$ cat src/rtl/rssi_trk_pkg.sv
package rssi_trk_pkg;
    localparam int CODE_W = 6;
    localparam int SRC_W  = 2;

    typedef logic [CODE_W-1:0] code_t;
    typedef logic [SRC_W-1:0]  src_t;

    typedef struct packed {
        code_t code;
        src_t  src;
    } trk_state_t;

    typedef enum logic [SRC_W-1:0] {
        SRC_SIGNAL = 2'd0,
        SRC_SUPPLY = 2'd1,
        SRC_DISC   = 2'd2,
        SRC_RSVD   = 2'd3
    } src_e;
endpackage

$ cat src/rtl/rssi_step_tracker.sv
module rssi_step_tracker #(
    parameter int W  = 6,
    parameter int SW = 2
) (
    input  logic          clk,
    input  logic          rst_n,
    input  logic          tick,
    input  logic          above,
    input  logic [SW-1:0] src_sel,
    output logic [W-1:0]  code,
    output logic          src_chg
);
    localparam logic [W-1:0] CODE_MAX = {W{1'b1}};
    localparam logic [W-1:0] CODE_MID = {1'b1, {(W-1){1'b0}}};

    typedef struct packed {
        logic [W-1:0]  code;
        logic [SW-1:0] src;
    } st_t;

    st_t st_d, st_q;

    always_comb begin
        st_d    = st_q;
        src_chg = (src_sel != st_q.src);
        st_d.src = src_sel;
        if (src_chg) begin
            st_d.code = CODE_MID;
        end else if (tick) begin
            if (above) begin
                if (st_q.code != CODE_MAX) st_d.code = st_q.code + 1'b1;
            end else begin
                if (st_q.code != '0) st_d.code = st_q.code - 1'b1;
            end
        end
    end

    always_ff @(posedge clk or negedge rst_n) begin
        if (!rst_n) begin
            st_q.code <= CODE_MID;
            st_q.src  <= '0;
        end else begin
            st_q <= st_d;
        end
    end

    assign code = st_q.code;
endmodule

$ cat src/rtl/rssi_settle_timer.sv
module rssi_settle_timer #(
    parameter int LIMIT = 63
) (
    input  logic clk,
    input  logic rst_n,
    input  logic tick,
    input  logic restart,
    output logic settled
);
    localparam int CW = $clog2(LIMIT + 1);
    localparam logic [CW-1:0] LIM = CW'(LIMIT);

    logic [CW-1:0] cnt_d, cnt_q;

    always_comb begin
        cnt_d = cnt_q;
        if (restart)                 cnt_d = '0;
        else if (tick && cnt_q != LIM) cnt_d = cnt_q + 1'b1;
    end

    always_ff @(posedge clk or negedge rst_n) begin
        if (!rst_n) cnt_q <= '0;
        else        cnt_q <= cnt_d;
    end

    assign settled = (cnt_q == LIM);
endmodule

$ cat src/rtl/rssi_squelch_gate.sv
module rssi_squelch_gate #(
    parameter int W    = 6,
    parameter int HYST = 2
) (
    input  logic         clk,
    input  logic         rst_n,
    input  logic [W-1:0] code,
    input  logic [W-1:0] thresh,
    input  logic         hyst_en,
    output logic         open
);
    localparam logic [W:0] HB = (W+1)'(HYST);

    logic open_d, open_q;
    logic [W:0] code_x, thr_x;

    always_comb begin
        code_x = {1'b0, code};
        thr_x  = {1'b0, thresh};
        if (!hyst_en) begin
            open_d = (code_x > thr_x);
        end else if (open_q) begin
            open_d = !((code_x + HB) < thr_x);
        end else begin
            open_d = (code_x > (thr_x + HB));
        end
    end

    always_ff @(posedge clk or negedge rst_n) begin
        if (!rst_n) open_q <= 1'b0;
        else        open_q <= open_d;
    end

    assign open = open_q;
endmodule

$ cat src/rtl/rssi_track_squelch.sv
module rssi_track_squelch
    import rssi_trk_pkg::*;
#(
    parameter int W    = CODE_W,
    parameter int SW   = SRC_W,
    parameter int HYST = 2
) (
    input  logic          clk,
    input  logic          rst_n,
    input  logic          conv_tick,
    input  logic          cmp_above,
    input  logic [SW-1:0] meas_src,
    input  logic [W-1:0]  sq_thresh,
    input  logic          hyst_en,
    input  logic          data_in,
    output logic [W-1:0]  level_code,
    output logic          level_valid,
    output logic          sq_open,
    output logic          data_out
);
    localparam int SETTLE = (1 << W) - 1;

    logic src_chg;

    rssi_step_tracker #(.W(W), .SW(SW)) u_trk (
        .clk     (clk),
        .rst_n   (rst_n),
        .tick    (conv_tick),
        .above   (cmp_above),
        .src_sel (meas_src),
        .code    (level_code),
        .src_chg (src_chg)
    );

    rssi_settle_timer #(.LIMIT(SETTLE)) u_settle (
        .clk     (clk),
        .rst_n   (rst_n),
        .tick    (conv_tick),
        .restart (src_chg),
        .settled (level_valid)
    );

    rssi_squelch_gate #(.W(W), .HYST(HYST)) u_sq (
        .clk     (clk),
        .rst_n   (rst_n),
        .code    (level_code),
        .thresh  (sq_thresh),
        .hyst_en (hyst_en),
        .open    (sq_open)
    );

    assign data_out = data_in & sq_open & level_valid;
endmodule

$ cat config.mk
export PLATFORM = sky130hd
export DESIGN_NAME = rssi_track_squelch
export DESIGN_NICKNAME = d
export VERILOG_FILES = /design/src/rtl/rssi_trk_pkg.sv /design/src/rtl/rssi_step_tracker.sv /design/src/rtl/rssi_settle_timer.sv /design/src/rtl/rssi_squelch_gate.sv /design/src/rtl/rssi_track_squelch.sv
export SDC_FILE = /design/constraint.sdc
export NUM_CORES = 1
export LEC_CHECK = 0
export ABC_AREA = 0
export CORE_ASPECT_RATIO = 1.25
export CORE_MARGIN = 4
export CORE_UTILIZATION = 40
export CTS_BUF_LIST = sky130_fd_sc_hd__clkbuf_4 sky130_fd_sc_hd__clkbuf_8
export DETAILED_ROUTE_END_ITERATION = 12
export GPL_ROUTABILITY_DRIVEN = 1
export PLACE_DENSITY = 0.6
export SETUP_SLACK_MARGIN = 0.05
export SLEW_MARGIN = 0
export SYNTH_ARGS = -nofsm -noshare
export SYNTH_HDL_FRONTEND = slang
export SYNTH_HIERARCHICAL = 1
export SYNTH_SLANG_ARGS = --single-unit
$ cat constraint.sdc
create_clock -name clk -period 2.8 [get_ports clk]
set_input_delay 0.56 -clock clk [delete_from_list [all_inputs] [get_ports clk]]
set_output_delay 0.56 -clock clk [all_outputs]
set_load 0.05 [all_outputs]
Word-level counts from Yosys, hierarchy flattened
Cells that the tools add are included.

Reduce and logical (&&, ||, !) cells: 7. Bitwise operators: 2. Magnitude comparators: 3. Add/subtract/negate cells: 5. Muxes and demuxes: 9. Eq/ne operators: 5.

Operators with widths (number): $mux W6 (7); $add A6 B2 Y7 const B (2); $add A6 B1 Y6 const B (2); $ne A6 B6 Y1 const B (2); $gt A6 B7 Y1 (1); $lt A7 B6 Y1 (1); $eq A6 B6 Y1 const B (1); $gt A6 B6 Y1 (1); $reduce_bool A6 Y1 (1); $sub A6 B1 Y6 const B (1); $reduce_bool A2 Y1 (2); $ne A3 B1 Y1 const B (1); $reduce_and A3 Y1 (1); $reduce_bool A3 Y1 (1); $and A1 B1 Y1 (2); $mux W1 (2); $ne A2 B2 Y1 (1); $logic_and A1 B1 Y1 (1); $logic_not A1 Y1 (1).

Output and inout bits: 9. Register bits after elaboration: 15. Logic and storage cells: 35.

Depth between registers and ports, before layout
Gate-level depths: netlist (run 1).

Depth after elaboration: 5. Gate-level depth with buffers: 10.

By module
Netlist (run 1), hierarchy kept.

Modules (own cells, without submodules): rssi_step_tracker (cells an instance 61, seq. area each 201.4 um2, instances 1, area an instance 595.6 um2); rssi_squelch_gate (cells an instance 69, seq. area each 25.0 um2, instances 1, area an instance 533.0 um2); rssi_settle_timer (cells an instance 39, seq. area each 150.1 um2, instances 1, area an instance 380.4 um2); rssi_track_squelch (cells an instance 1, seq. area each 0.0 um2, instances 1, area an instance 6.3 um2).

Least setup slack after synthesis (run 1)
Ideal clock, no wire load.

Path kind: register -> output. Start: reg u_settle.cnt_q[0]. End: out data_out. Buffers on the path: 0. Path slack: 0.720 ns. Data arrival time: 1.520 ns. Stages on the path, launching flop included: 5. Path through: dfrtp_1 ha_1 nand2_4 nor2b_4 and3_1.

Cells in the longest elaborated chain, start to end: 2.

RTL lines: from (decl) (RTL line rssi_settle_timer.sv:13) `logic [CW-1:0] cnt_d, cnt_q;`; from (signal assigned) (RTL line rssi_settle_timer.sv:23) `else cnt_q <= cnt_d;`; $eq A6 B6 Y1 (RTL line rssi_settle_timer.sv:26) `assign settled = (cnt_q == LIM);`; named net level_valid (RTL line rssi_track_squelch.sv:17) `output logic level_valid,`; $and A1 B1 Y1 (RTL line rssi_track_squelch.sv:52) `assign data_out = data_in & sq_open & level_valid;`; to (decl) (RTL line rssi_track_squelch.sv:19) `output logic data_out`.

The timed path passes the listed nets, and every way through them passes these cells.

Final worst setup path (run 1)
Start: reg u_settle.cnt_q[0]. End: out level_valid.

Cells in the longest elaborated chain, start to end: 1.

RTL lines (RTL line): $eq A6 B6 Y1 (rssi_settle_timer.sv:26); to (decl) (rssi_track_squelch.sv:17).

Every way passes these cells.

==> metrics.md, run 1 <==
| Metric | Value |
|---|---|
| Status | `finished clean` |
| Reg-to-reg setup timing slack | `700 ps` |
| Util after Layout | `0.496` |
| Hold Crit Depth | `2` |
| IO Count | `23` |
| Synth Cell Area | `1520 sq um` |
| Worst skew pair latency | `240 ps` |
| Initial core utilization | `0.424` |
| Cells after DPL | `224` |
| Final worst-path cycle share | `0.898` |
| FP Rows | `24` |
| Die Width | `63.1 microns` |
| Proportion of layout cells with a drive suffix above 1 | `0.0847` |
| Post-Syn Instances | `170` |
| Leakage | `0.000787 uW` |
| Critical path's largest stage delay | `810 ps` |
| Post-CTS Setup Bufs | `0` |
| Mean Syn Cell Area | `8.91 sq um` |
| Area Overhead vs Synth | `17.1%` |
| Post-Layout Cell Count | `228` |
| Die Ht | `76.8 microns` |
| GRT overflow | `0` |
| FF-to-FF path depth | `8` |
| Worst hold endpoint | `u_settle/cnt_q[4]` |
| Least-Margin Pin Slew | `644 ps` |
| Antenna violations before repair | `0` |
| Worst-path cell chain | `ha_1 > nand2_4 > nor2b_4 > clkdlybuf4s50_1` |
| Die Area | `4840 sq um` |
| Data arrival time of the worst path | `1960 ps` |
| Area of placed instances | `1730 sq um` |
| Fin. max-slew vios | `0` |
| TNS Setup | `0 ps` |
| Crit Path Category | `reg -> out` |
| Max FO, Critical Path | `7` |
| Startpoint Class | `flop` |
| Wire per inst | `14.6 microns` |
| Initial DRC count | `56` |
| Most frequent cells in the layout | `23 x ha_1, 21 x clkdlybuf4s50_1, 14 x dfrtp_1` |
| Number of global-route vias before repair | `1295` |
| HP Class | `reg -> reg` |
| CTS tree | `built` |
| Min Tclk post-route | `2520 ps` |
| Vias per cell | `5.68` |
| Max frequency | `0.398 GHz` |
| Total wire length | `3320 microns` |
| VDD IR max | `0.000308 V` |
| Clk sink count | `15` |
| Syn Nets | `208` |
| RePlAce Congestion | `0.872` |
| Nets@finish | `228` |
| RR Startpoint | `u_trk/code[1]` |
| H-tree depth | `1` |
| Power Density | `382 nW/um^2` |
| Largest net degree at the start of global routing | `16` |
| Async S/R FF share, synth | `1.00` |
| Max Root-Sink Buffers | `2` |
| Crit path required time | `2240 ps` |
| Slew headroom | `0.569` |
| CTS Hold Buffers Added | `0` |
| Ant diodes | `0` |
| Layout Skew | `1.27 ps` |
| Kind of end point of the critical path | `output port` |
| TritonCTS buffer count | `3` |
| Main flop type after synthesis | `dfrtp_1` |
| Drt pass-1 iters | `4` |
| Yosys warning count | `6` |
| Final Cell Area | `1770 sq um` |
| Port bufs | `22` |
| WP buf/inv | `1` |
| Routed Antenna Nets | `0` |
| First-pass GRT wire length | `5780 microns` |
| Core Area | `3570 sq um` |
| Seq/Total Area, Yosys | `0.249` |
| Yosys cell types | `43` |
| Post-synth EDFFs | `0` |
| Commonest non-fill, non-tap cell in the layout | `ha_1` |
| Top delay family on crit path | `buffers and inverters` |
| Count of final setup violators | `0` |
| Hpwl dp | `2630 microns` |
| Critical R2R Capture | `u_sq/open` |
| Post-route DRC | `0` |
| Hold path start | `u_settle/cnt_q[4]` |
| Post-cts resize count | `0` |
| Final hold vios | `0` |
| Unrepaired setup endpoints after global routing | `no` |
| Reg clk slew, reported paths | `50 ps` |
| Gr usage total | `0.141` |
| Max Cap Viol | `0` |
| Vias | `1295` |
| Clock Root Buffer | `clkbuf_8` |
| Highest-delay cell along the critical path | `clkdlybuf4s50_1` |
| Synthesis-stage register bit count | `15` |
==> cell families (layout without fill, tap and decap cells) <==
kind of cell               Yosys count  after routing  share of synthesized area
and+or+nand+nor                     59             59                      0.230
AOI/OAI and AO/OA                   39             39                      0.174
adders and majority gates           24             24                      0.203
buffers and inverters               21             40                     0.0743
DFF                                 15             15                      0.249
xor gates and xnor gates            11             11                     0.0636
muxes                                1              1                    0.00661
==> metrics by stage <==
step / worst slack [ps] / power, uW / hold slack, ps
finish: 285 / 678 / 573
floorplan: 720 / 432 / 264
global placement: 170 / 501 / 553
detailed placement: 58.8 / 506 / 562
global route: 155 / 727 / 626
CTS: 274 / 688 / 572
==> per-layer routing <==
metal	up-vias	global-route usage	share of wire
met3	0	0.0161	0.044
met1	611	0.181	0.44
met4	0	0.0243	0
li1	650	-	-
met5	-	0	0
met2	34	0.253	0.51
==> cell usage after synthesis (2+ instances only) <==
| cell | number | area share |
|---|---|---|
| and3_1 | 3 | 0.012 |
| ha_1 | 23 | 0.19 |
| a21oi_1 | 11 | 0.036 |
| o21bai_1 | 2 | 0.0099 |
| a21o_1 | 3 | 0.015 |
| nand2_1 | 13 | 0.032 |
| nand4b_1 | 2 | 0.012 |
| xnor2_1 | 10 | 0.058 |
| nor3_1 | 5 | 0.017 |
| o211ai_1 | 2 | 0.0099 |
| inv_1 | 13 | 0.032 |
| nor2_1 | 9 | 0.022 |
| nand4_1 | 5 | 0.021 |
| nand2b_1 | 2 | 0.0083 |
| nand3_1 | 8 | 0.026 |
| a211oi_1 | 5 | 0.025 |
| nor3b_1 | 3 | 0.015 |
| or4_1 | 2 | 0.0099 |
| buf_4 | 7 | 0.035 |
| dfrtp_1 | 14 | 0.23 |
| o21ai_0 | 6 | 0.020 |
==> power by group <==
| group | total [uW] | internal, uW | switching [uW] | leakage, uW |
|---|---|---|---|---|
| clock | 176 | 110 | 65.7 | 0.0000262 |
| combinational | 241 | 106 | 135 | 0.000564 |
| sequential | 262 | 232 | 30.3 | 0.000196 |
==> worst min-delay path: stages (launching register included) <==
cell	delay, ps
dfrtp_1	390
inv_1	70
a211oi_1	60
==> sequential cells by signal, summed over array words and instances, names as in the netlist <==
| register | count |
|---|---|
| u_settle/cnt_q | 6 |
| u_sq/open | 1 |
| u_trk/code | 6 |
| u_trk/st_q | 2 |
==> how the worst max path moves through the flow <==
| stage | slack (ps) | start | cells past startpoint | to |
|---|---|---|---|---|
| floorplan | 720 | u_settle/cnt_q[0] | 4 | data_out |
| global placement | 170 | cmp_above | 8 | u_trk/code[5] |
| detailed placement | 60 | cmp_above | 8 | u_trk/code[5] |
| CTS | 270 | u_settle/cnt_q[0] | 4 | level_valid |
| global route | 160 | cmp_above | 8 | u_trk/code[5] |
| finish | 280 | u_settle/cnt_q[0] | 4 | level_valid |
==> layout make-up <==
type / count / area, sq um
clock buffer: 4 / 48.8
fill: 341 / 1800
inverter: 13 / 48.8
multi-input combinational: 134 / 1030
sequential: 15 / 377
tap: 39 / 48.8
timing repair buffer: 23 / 225
(Power assumes the default switching activity.)
==> inputs of run 2 (changes only) <==
--- a/config.mk
+++ b/config.mk
@@ -6,10 +6,10 @@
 export NUM_CORES = 1
 export LEC_CHECK = 0
 export ABC_AREA = 0
+export CAP_MARGIN = 40
 export CORE_ASPECT_RATIO = 1.25
 export CORE_MARGIN = 4
 export CORE_UTILIZATION = 40
-export CTS_BUF_LIST = sky130_fd_sc_hd__clkbuf_4 sky130_fd_sc_hd__clkbuf_8
 export DETAILED_ROUTE_END_ITERATION = 12
 export GPL_ROUTABILITY_DRIVEN = 1
 export PLACE_DENSITY = 0.6
==> metrics.md, run 2 (same netlist as run 1, synthesis figures left out) <==
| Metric | Value |
|---|---|
| HP Class | `reg -> reg (unchanged)` |
| Top delay family on crit path | `buffers and inverters (unchanged)` |
| Power Density | `379 nW/um^2 (was 382 nW/um^2)` |
| Most frequent cells in the layout | `23 x ha_1, 21 x clkdlybuf4s50_1, 14 x dfrtp_1 (unchanged)` |
| Pre-CTS setup slack | `58.8 ps (unchanged)` |
| Final Cell Area | `1770 sq um (about the same)` |
| Fill cells | `342 (was 341)` |
| IO Count | `23 (unchanged)` |
| Max Root-Sink Buffers | `2 (unchanged)` |
| Leakage | `0.000784 uW (was 0.000787 uW)` |
| Layout Skew | `0.855 ps (was 1.27 ps)` |
| Initial DRC count | `59 (was 56)` |
| Area of placed instances | `1730 sq um (unchanged)` |
| Status | `finished clean (unchanged)` |
| Reg-to-reg setup timing slack | `700 ps (about the same)` |
| NetSw | `232 uW (was 231 uW)` |
| Clk sink count | `15 (unchanged)` |
| Regs by FF count | `u_settle/cnt_q: 6 flops, u_trk/code: 6 flops, u_trk/st_q: 2 flops (unchanged)` |
| Initial core utilization | `0.424 (unchanged)` |
| Nets@finish | `228 (unchanged)` |
| RePlAce Congestion | `0.872 (unchanged)` |
| Routed Antenna Nets | `0 (unchanged)` |
| Vias per cell | `5.73 (was 5.68)` |
| Unrepaired setup endpoints after global routing | `no (unchanged)` |
| Worst skew pair latency | `240 ps (about the same)` |
| Hpwl dp | `2630 microns (unchanged)` |
| WHS | `568 ps (was 573 ps)` |
| Clock power share | `0.247 (was 0.259)` |
| Sequential standard cell area | `377 sq um (unchanged)` |
| Kind of end point of the critical path | `output port (unchanged)` |
| Post-cts resize count | `0 (unchanged)` |
| WP buf/inv | `1 (unchanged)` |
| Critical path's largest stage delay | `810 ps (about the same)` |
| Port bufs | `22 (unchanged)` |
| Final hold vios | `0 (unchanged)` |
| Post-route DRC | `0 (unchanged)` |
| Max FO, Critical Path | `7 (unchanged)` |
| Vias | `1307 (was 1295)` |
| PnR worst setup slack | `278 ps (was 285 ps)` |
| CTS tree | `built (unchanged)` |
| Drt pass-1 iters | `4 (unchanged)` |
| First-pass GRT wire length | `5800 microns (was 5780 microns)` |
| Final worst-path cycle share | `0.901 (was 0.898)` |
| Core Area | `3570 sq um (unchanged)` |
| Die Ht | `76.8 microns (unchanged)` |
| Total wire length | `3340 microns (was 3320 microns)` |
| Min Tclk post-route | `2520 ps (about the same)` |
| Util after Layout | `0.495 (was 0.496)` |
| FP Rows | `24 (unchanged)` |
| Worst-path cell chain | `ha_1 > nand2_4 > nor2b_4 > clkdlybuf4s50_1 (unchanged)` |
| Antenna violations before repair | `0 (unchanged)` |
| Number of global-route vias before repair | `1301 (was 1295)` |
| VDD IR max | `0.000307 V (was 0.000308 V)` |
| TNS Setup | `0 ps (unchanged)` |
| Pint | `438 uW (was 447 uW)` |
| H-tree depth | `1 (unchanged)` |
| Gr usage total | `0.142 (was 0.141)` |
| Sequential share of power | `0.392 (was 0.386)` |
| Wire per inst | `14.7 microns (was 14.6 microns)` |
| GRT overflow | `0 (unchanged)` |
| Reg clk slew, reported paths | `60 ps (was 50 ps)` |
| Slew headroom | `0.567 (was 0.569)` |
| CTS Hold Buffers Added | `0 (unchanged)` |
| Clock Root Buffer | `clkbuf_8 (unchanged)` |
| Crit path required time | `2240 ps (about the same)` |
| Max Cap Viol | `0 (unchanged)` |
| Least-Margin Pin Slew | `647 ps (was 644 ps)` |
| TritonCTS buffer count | `3 (unchanged)` |
| Fin. max-slew vios | `0 (unchanged)` |
| Area Overhead vs Synth | `16.8% (was 17.1%)` |
| Commonest non-fill, non-tap cell in the layout | `ha_1 (unchanged)` |
| Startpoint Class | `flop (unchanged)` |
| Ant diodes | `0 (unchanged)` |
| Data arrival time of the worst path | `1960 ps (about the same)` |
| Largest net degree at the start of global routing | `16 (unchanged)` |
| Max frequency | `0.396 GHz (was 0.398 GHz)` |
| Switching portion of total power | `0.347 (was 0.341)` |
| Die Area | `4840 sq um (unchanged)` |
| Crit Path Category | `reg -> out (unchanged)` |
| Comb power frac | `0.361 (was 0.355)` |
| Count of final setup violators | `0 (unchanged)` |
| Multi-input gate area in the final layout | `1030 sq um (unchanged)` |
| Die Width | `63.1 microns (unchanged)` |
| Proportion of layout cells with a drive suffix above 1 | `0.0794 (was 0.0847)` |
| Post-CTS Setup Bufs | `0 (unchanged)` |
| Highest-delay cell along the critical path | `clkdlybuf4s50_1 (unchanged)` |
run 2: cell count changes in the layout (fill, tap and decap cells not counted):
cell      change
clkbuf_4      -1
clkbuf_1      +1
run 2: worst paths after layout:
path / start / end / depth (start not counted)
min in group asynchronous: rst_n / u_settle/cnt_q[2] / 1
setup / recovery: u_settle/cnt_q[0] / level_valid / 4
setup reg to reg: u_trk/code[1] / u_sq/open / 8
hold reg to reg: u_settle/cnt_q[4] / u_settle/cnt_q[4] / 2
max in group asynchronous: rst_n / u_trk/code[3] / 1
hold / removal: u_settle/cnt_q[4] / u_settle/cnt_q[4] / 2
run 2: per-layer routing:
metal | track usage | share of wire | wire length, microns
met2 | 0.256 | 0.52 | 1720
met4 | 0.0243 | 0 | 0
met5 | 0 | 0 | 0
met3 | 0.0161 | 0.041 | 136
met1 | 0.181 | 0.44 | 1480
run 2: power by group through the flow:
stage                     combinational, uW  sequential [uW]  clock, uW
after floorplan                         171              261          0
final                                   242              262        166
after detailed placement                240              266          0
after global placement                  235              266          0
after CTS                               243              263        175
after global routing                    267              266        184
run 2: final cells by class:
cell class                 count  share of cell area
clock buffer                   4              0.0254
multi-input combinational    134               0.580
inverter                      13              0.0276
tap                           39              0.0276
sequential                    15               0.213
timing repair buffer          23               0.127
run 2: through the flow:
step,cells,power [uW]
3_3_place_gp,224,501
4_1_cts,228,680
6_report,228,670
3_5_place_dp,224,506
2_1_floorplan,170,432
5_1_grt,228,717
run 2: tightest hold or removal path: cells and delay by family (launching register included):
kind | cells | cell delay, ps
buffers and inverters | 1 | 70
DFF | 1 | 390
AOI/OAI and AO/OA | 1 | 60
==> inputs of run 3 (changes only) <==
--- a/config.mk
+++ b/config.mk
@@ -9,10 +9,9 @@
 export CAP_MARGIN = 40
 export CORE_ASPECT_RATIO = 1.25
 export CORE_MARGIN = 4
-export CORE_UTILIZATION = 40
+export CORE_UTILIZATION = 30
 export DETAILED_ROUTE_END_ITERATION = 12
 export GPL_ROUTABILITY_DRIVEN = 1
-export PLACE_DENSITY = 0.6
 export SETUP_SLACK_MARGIN = 0.05
 export SLEW_MARGIN = 0
 export SYNTH_ARGS = -nofsm -noshare
==> metrics.md, run 3 (same netlist as run 1, synthesis figures left out) <==
| Metric | Value |
|---|---|
| Power Density | `379 nW/um^2 (about the same)` |
| WP buf/inv | `1 (unchanged)` |
| RePlAce Congestion | `0.808 (was 0.872)` |
| Wire per inst | `13.9 microns (was 14.7 microns)` |
| H-tree depth | `1 (unchanged)` |
| Count of final setup violators | `0 (unchanged)` |
| Die Width | `71.6 microns (was 63.1 microns)` |
| Largest net degree at the start of global routing | `16 (unchanged)` |
| Kind of end point of the critical path | `output port (unchanged)` |
| FP Rows | `28 (was 24)` |
| Data arrival time of the worst path | `1990 ps (was 1960 ps)` |
| Die Ht | `87.5 microns (was 76.8 microns)` |
| Proportion of layout cells with a drive suffix above 1 | `0.0942 (was 0.0794)` |
| Leakage | `0.000793 uW (was 0.000784 uW)` |
| Layout Skew | `2.29 ps (was 0.855 ps)` |
| Critical path's largest stage delay | `820 ps (was 810 ps)` |
| Max Cap Viol | `0 (unchanged)` |
| Die Area | `6260 sq um (was 4840 sq um)` |
| Initial core utilization | `0.316 (was 0.424)` |
| Least-Margin Pin Slew | `692 ps (was 647 ps)` |
| First-pass GRT wire length | `5830 microns (was 5800 microns)` |
| CTS Hold Buffers Added | `0 (unchanged)` |
| Top delay family on crit path | `buffers and inverters (unchanged)` |
| Final hold vios | `0 (unchanged)` |
| Startpoint Class | `flop (unchanged)` |
| Slew headroom | `0.537 (was 0.567)` |
| Min Tclk post-route | `2550 ps (was 2520 ps)` |
| Total wire length | `3490 microns (was 3340 microns)` |
| Initial DRC count | `51 (was 59)` |
| Nets@finish | `230 (was 228)` |
| Clk sink count | `15 (unchanged)` |
| Core Area | `4800 sq um (was 3570 sq um)` |
| Status | `finished clean (unchanged)` |
| Crit path required time | `2240 ps (about the same)` |
| Gr usage total | `0.116 (was 0.142)` |
| Regs by FF count | `u_settle/cnt_q: 6 flops, u_trk/code: 6 flops, u_trk/st_q: 2 flops (unchanged)` |
| Post-cts resize count | `0 (unchanged)` |
| Unrepaired setup endpoints after global routing | `no (unchanged)` |
| Clock Root Buffer | `clkbuf_8 (unchanged)` |
| Overall Power | `688 uW (was 670 uW)` |
| TritonCTS buffer count | `3 (unchanged)` |
| Antenna violations before repair | `0 (unchanged)` |
| Area Overhead vs Synth | `19.8% (was 16.8%)` |
| Reg clk slew, reported paths | `60 ps (about the same)` |
| Highest-delay cell along the critical path | `clkdlybuf4s50_1 (unchanged)` |
| Post-CTS Setup Bufs | `0 (unchanged)` |
| Ant diodes | `0 (unchanged)` |
| IO Count | `23 (unchanged)` |
| CTS tree | `built (unchanged)` |
| Drt pass-1 iters | `4 (unchanged)` |
| Post-route DRC | `0 (unchanged)` |
| Fin. max-slew vios | `0 (unchanged)` |
| GRT overflow | `0 (unchanged)` |
| Max Root-Sink Buffers | `2 (unchanged)` |
| Final worst-path cycle share | `0.912 (was 0.901)` |
| Worst skew pair latency | `250 ps (was 240 ps)` |
| Max FO, Critical Path | `6 (was 7)` |
| Routed Antenna Nets | `0 (unchanged)` |
| Most frequent cells in the layout | `23 x ha_1, 21 x clkdlybuf4s50_1, 14 x dfrtp_1 (unchanged)` |
| Vias per cell | `5.22 (was 5.73)` |
| Commonest non-fill, non-tap cell in the layout | `ha_1 (unchanged)` |
| HP Class | `reg -> reg (unchanged)` |
| Worst-path cell chain | `and3_1 > nor2b_4 > clkdlybuf4s50_1 (was ha_1 > nand2_4 > nor2b_4 > clkdlybuf4s50_1)` |
| Number of global-route vias before repair | `1293 (was 1301)` |
| Max frequency | `0.391 GHz (was 0.396 GHz)` |
| Hpwl dp | `2740 microns (was 2630 microns)` |
| TNS Setup | `0 ps (unchanged)` |
| VDD IR max | `0.000331 V (was 0.000307 V)` |
| Crit Path Category | `reg -> out (unchanged)` |
| Vias | `1311 (was 1307)` |
| Port bufs | `22 (unchanged)` |
-- run 3: where the power goes --
part / internal [uW] / total [uW] / switching [uW]
Sequential: 231 / 259 / 27.5
Combinational: 108 / 247 / 139
Clock: 100 / 182 / 81.9
Total: 440 / 688 / 249
-- run 3: final timing paths --
kind                                         from  slack, ps           endpoint  cells after the start
worst min-delay path            u_settle/cnt_q[4]        580  u_settle/cnt_q[4]                      2
worst min register to register  u_settle/cnt_q[4]        580  u_settle/cnt_q[4]                      2
min in group asynchronous                   rst_n        730  u_settle/cnt_q[2]                      1
worst max-delay path            u_settle/cnt_q[3]        250        level_valid                      3
worst max register to register      u_trk/code[1]        660          u_sq/open                      8
max in group asynchronous                   rst_n       1640  u_settle/cnt_q[0]                      1
-- run 3: cell type report --
cell class                      instances  area (sq um)
Clock buffer                            3          41.3
Fill cell                             496          2980
Clock inverter                          1          7.51
Inverter                               13          48.8
Timing Repair Buffer                   25           240
Multi-Input combinational cell        134          1030
Sequential cell                        15           377
Tap cell                               60          75.1
-- run 3: stage by stage --
| step | setup WS [ps] | hold WS [ps] | utilization | instance area (sq um) | cells |
|---|---|---|---|---|---|
| after floorplan | 720 | 264 | - | 1520 | 170 |
| after global placement | 149 | 558 | 0.368 | 1770 | 247 |
| after detailed placement | 107 | 569 | 0.368 | 1770 | 247 |
| after CTS | 244 | 577 | 0.378 | 1820 | 251 |
| after global routing | 133 | 616 | 0.378 | 1820 | 251 |
| final | 245 | 579 | 0.378 | 1820 | 251 |
-- run 3: metal layers --
metal / part of all wire / wire length, microns / track usage / vias up
met5: 0 / 0 / 0 / -
met4: 0.015 / 54 / 0.0462 / 0
met3: 0.032 / 111 / 0.0115 / 6
met2: 0.48 / 1680 / 0.197 / 28
met1: 0.47 / 1650 / 0.150 / 619
li1: - / - / - / 658
-- run 3: worst min-delay path: stages (launching register included) --
cell and delay, ps:
dfrtp_1 380, inv_1 70, a211oi_1 70
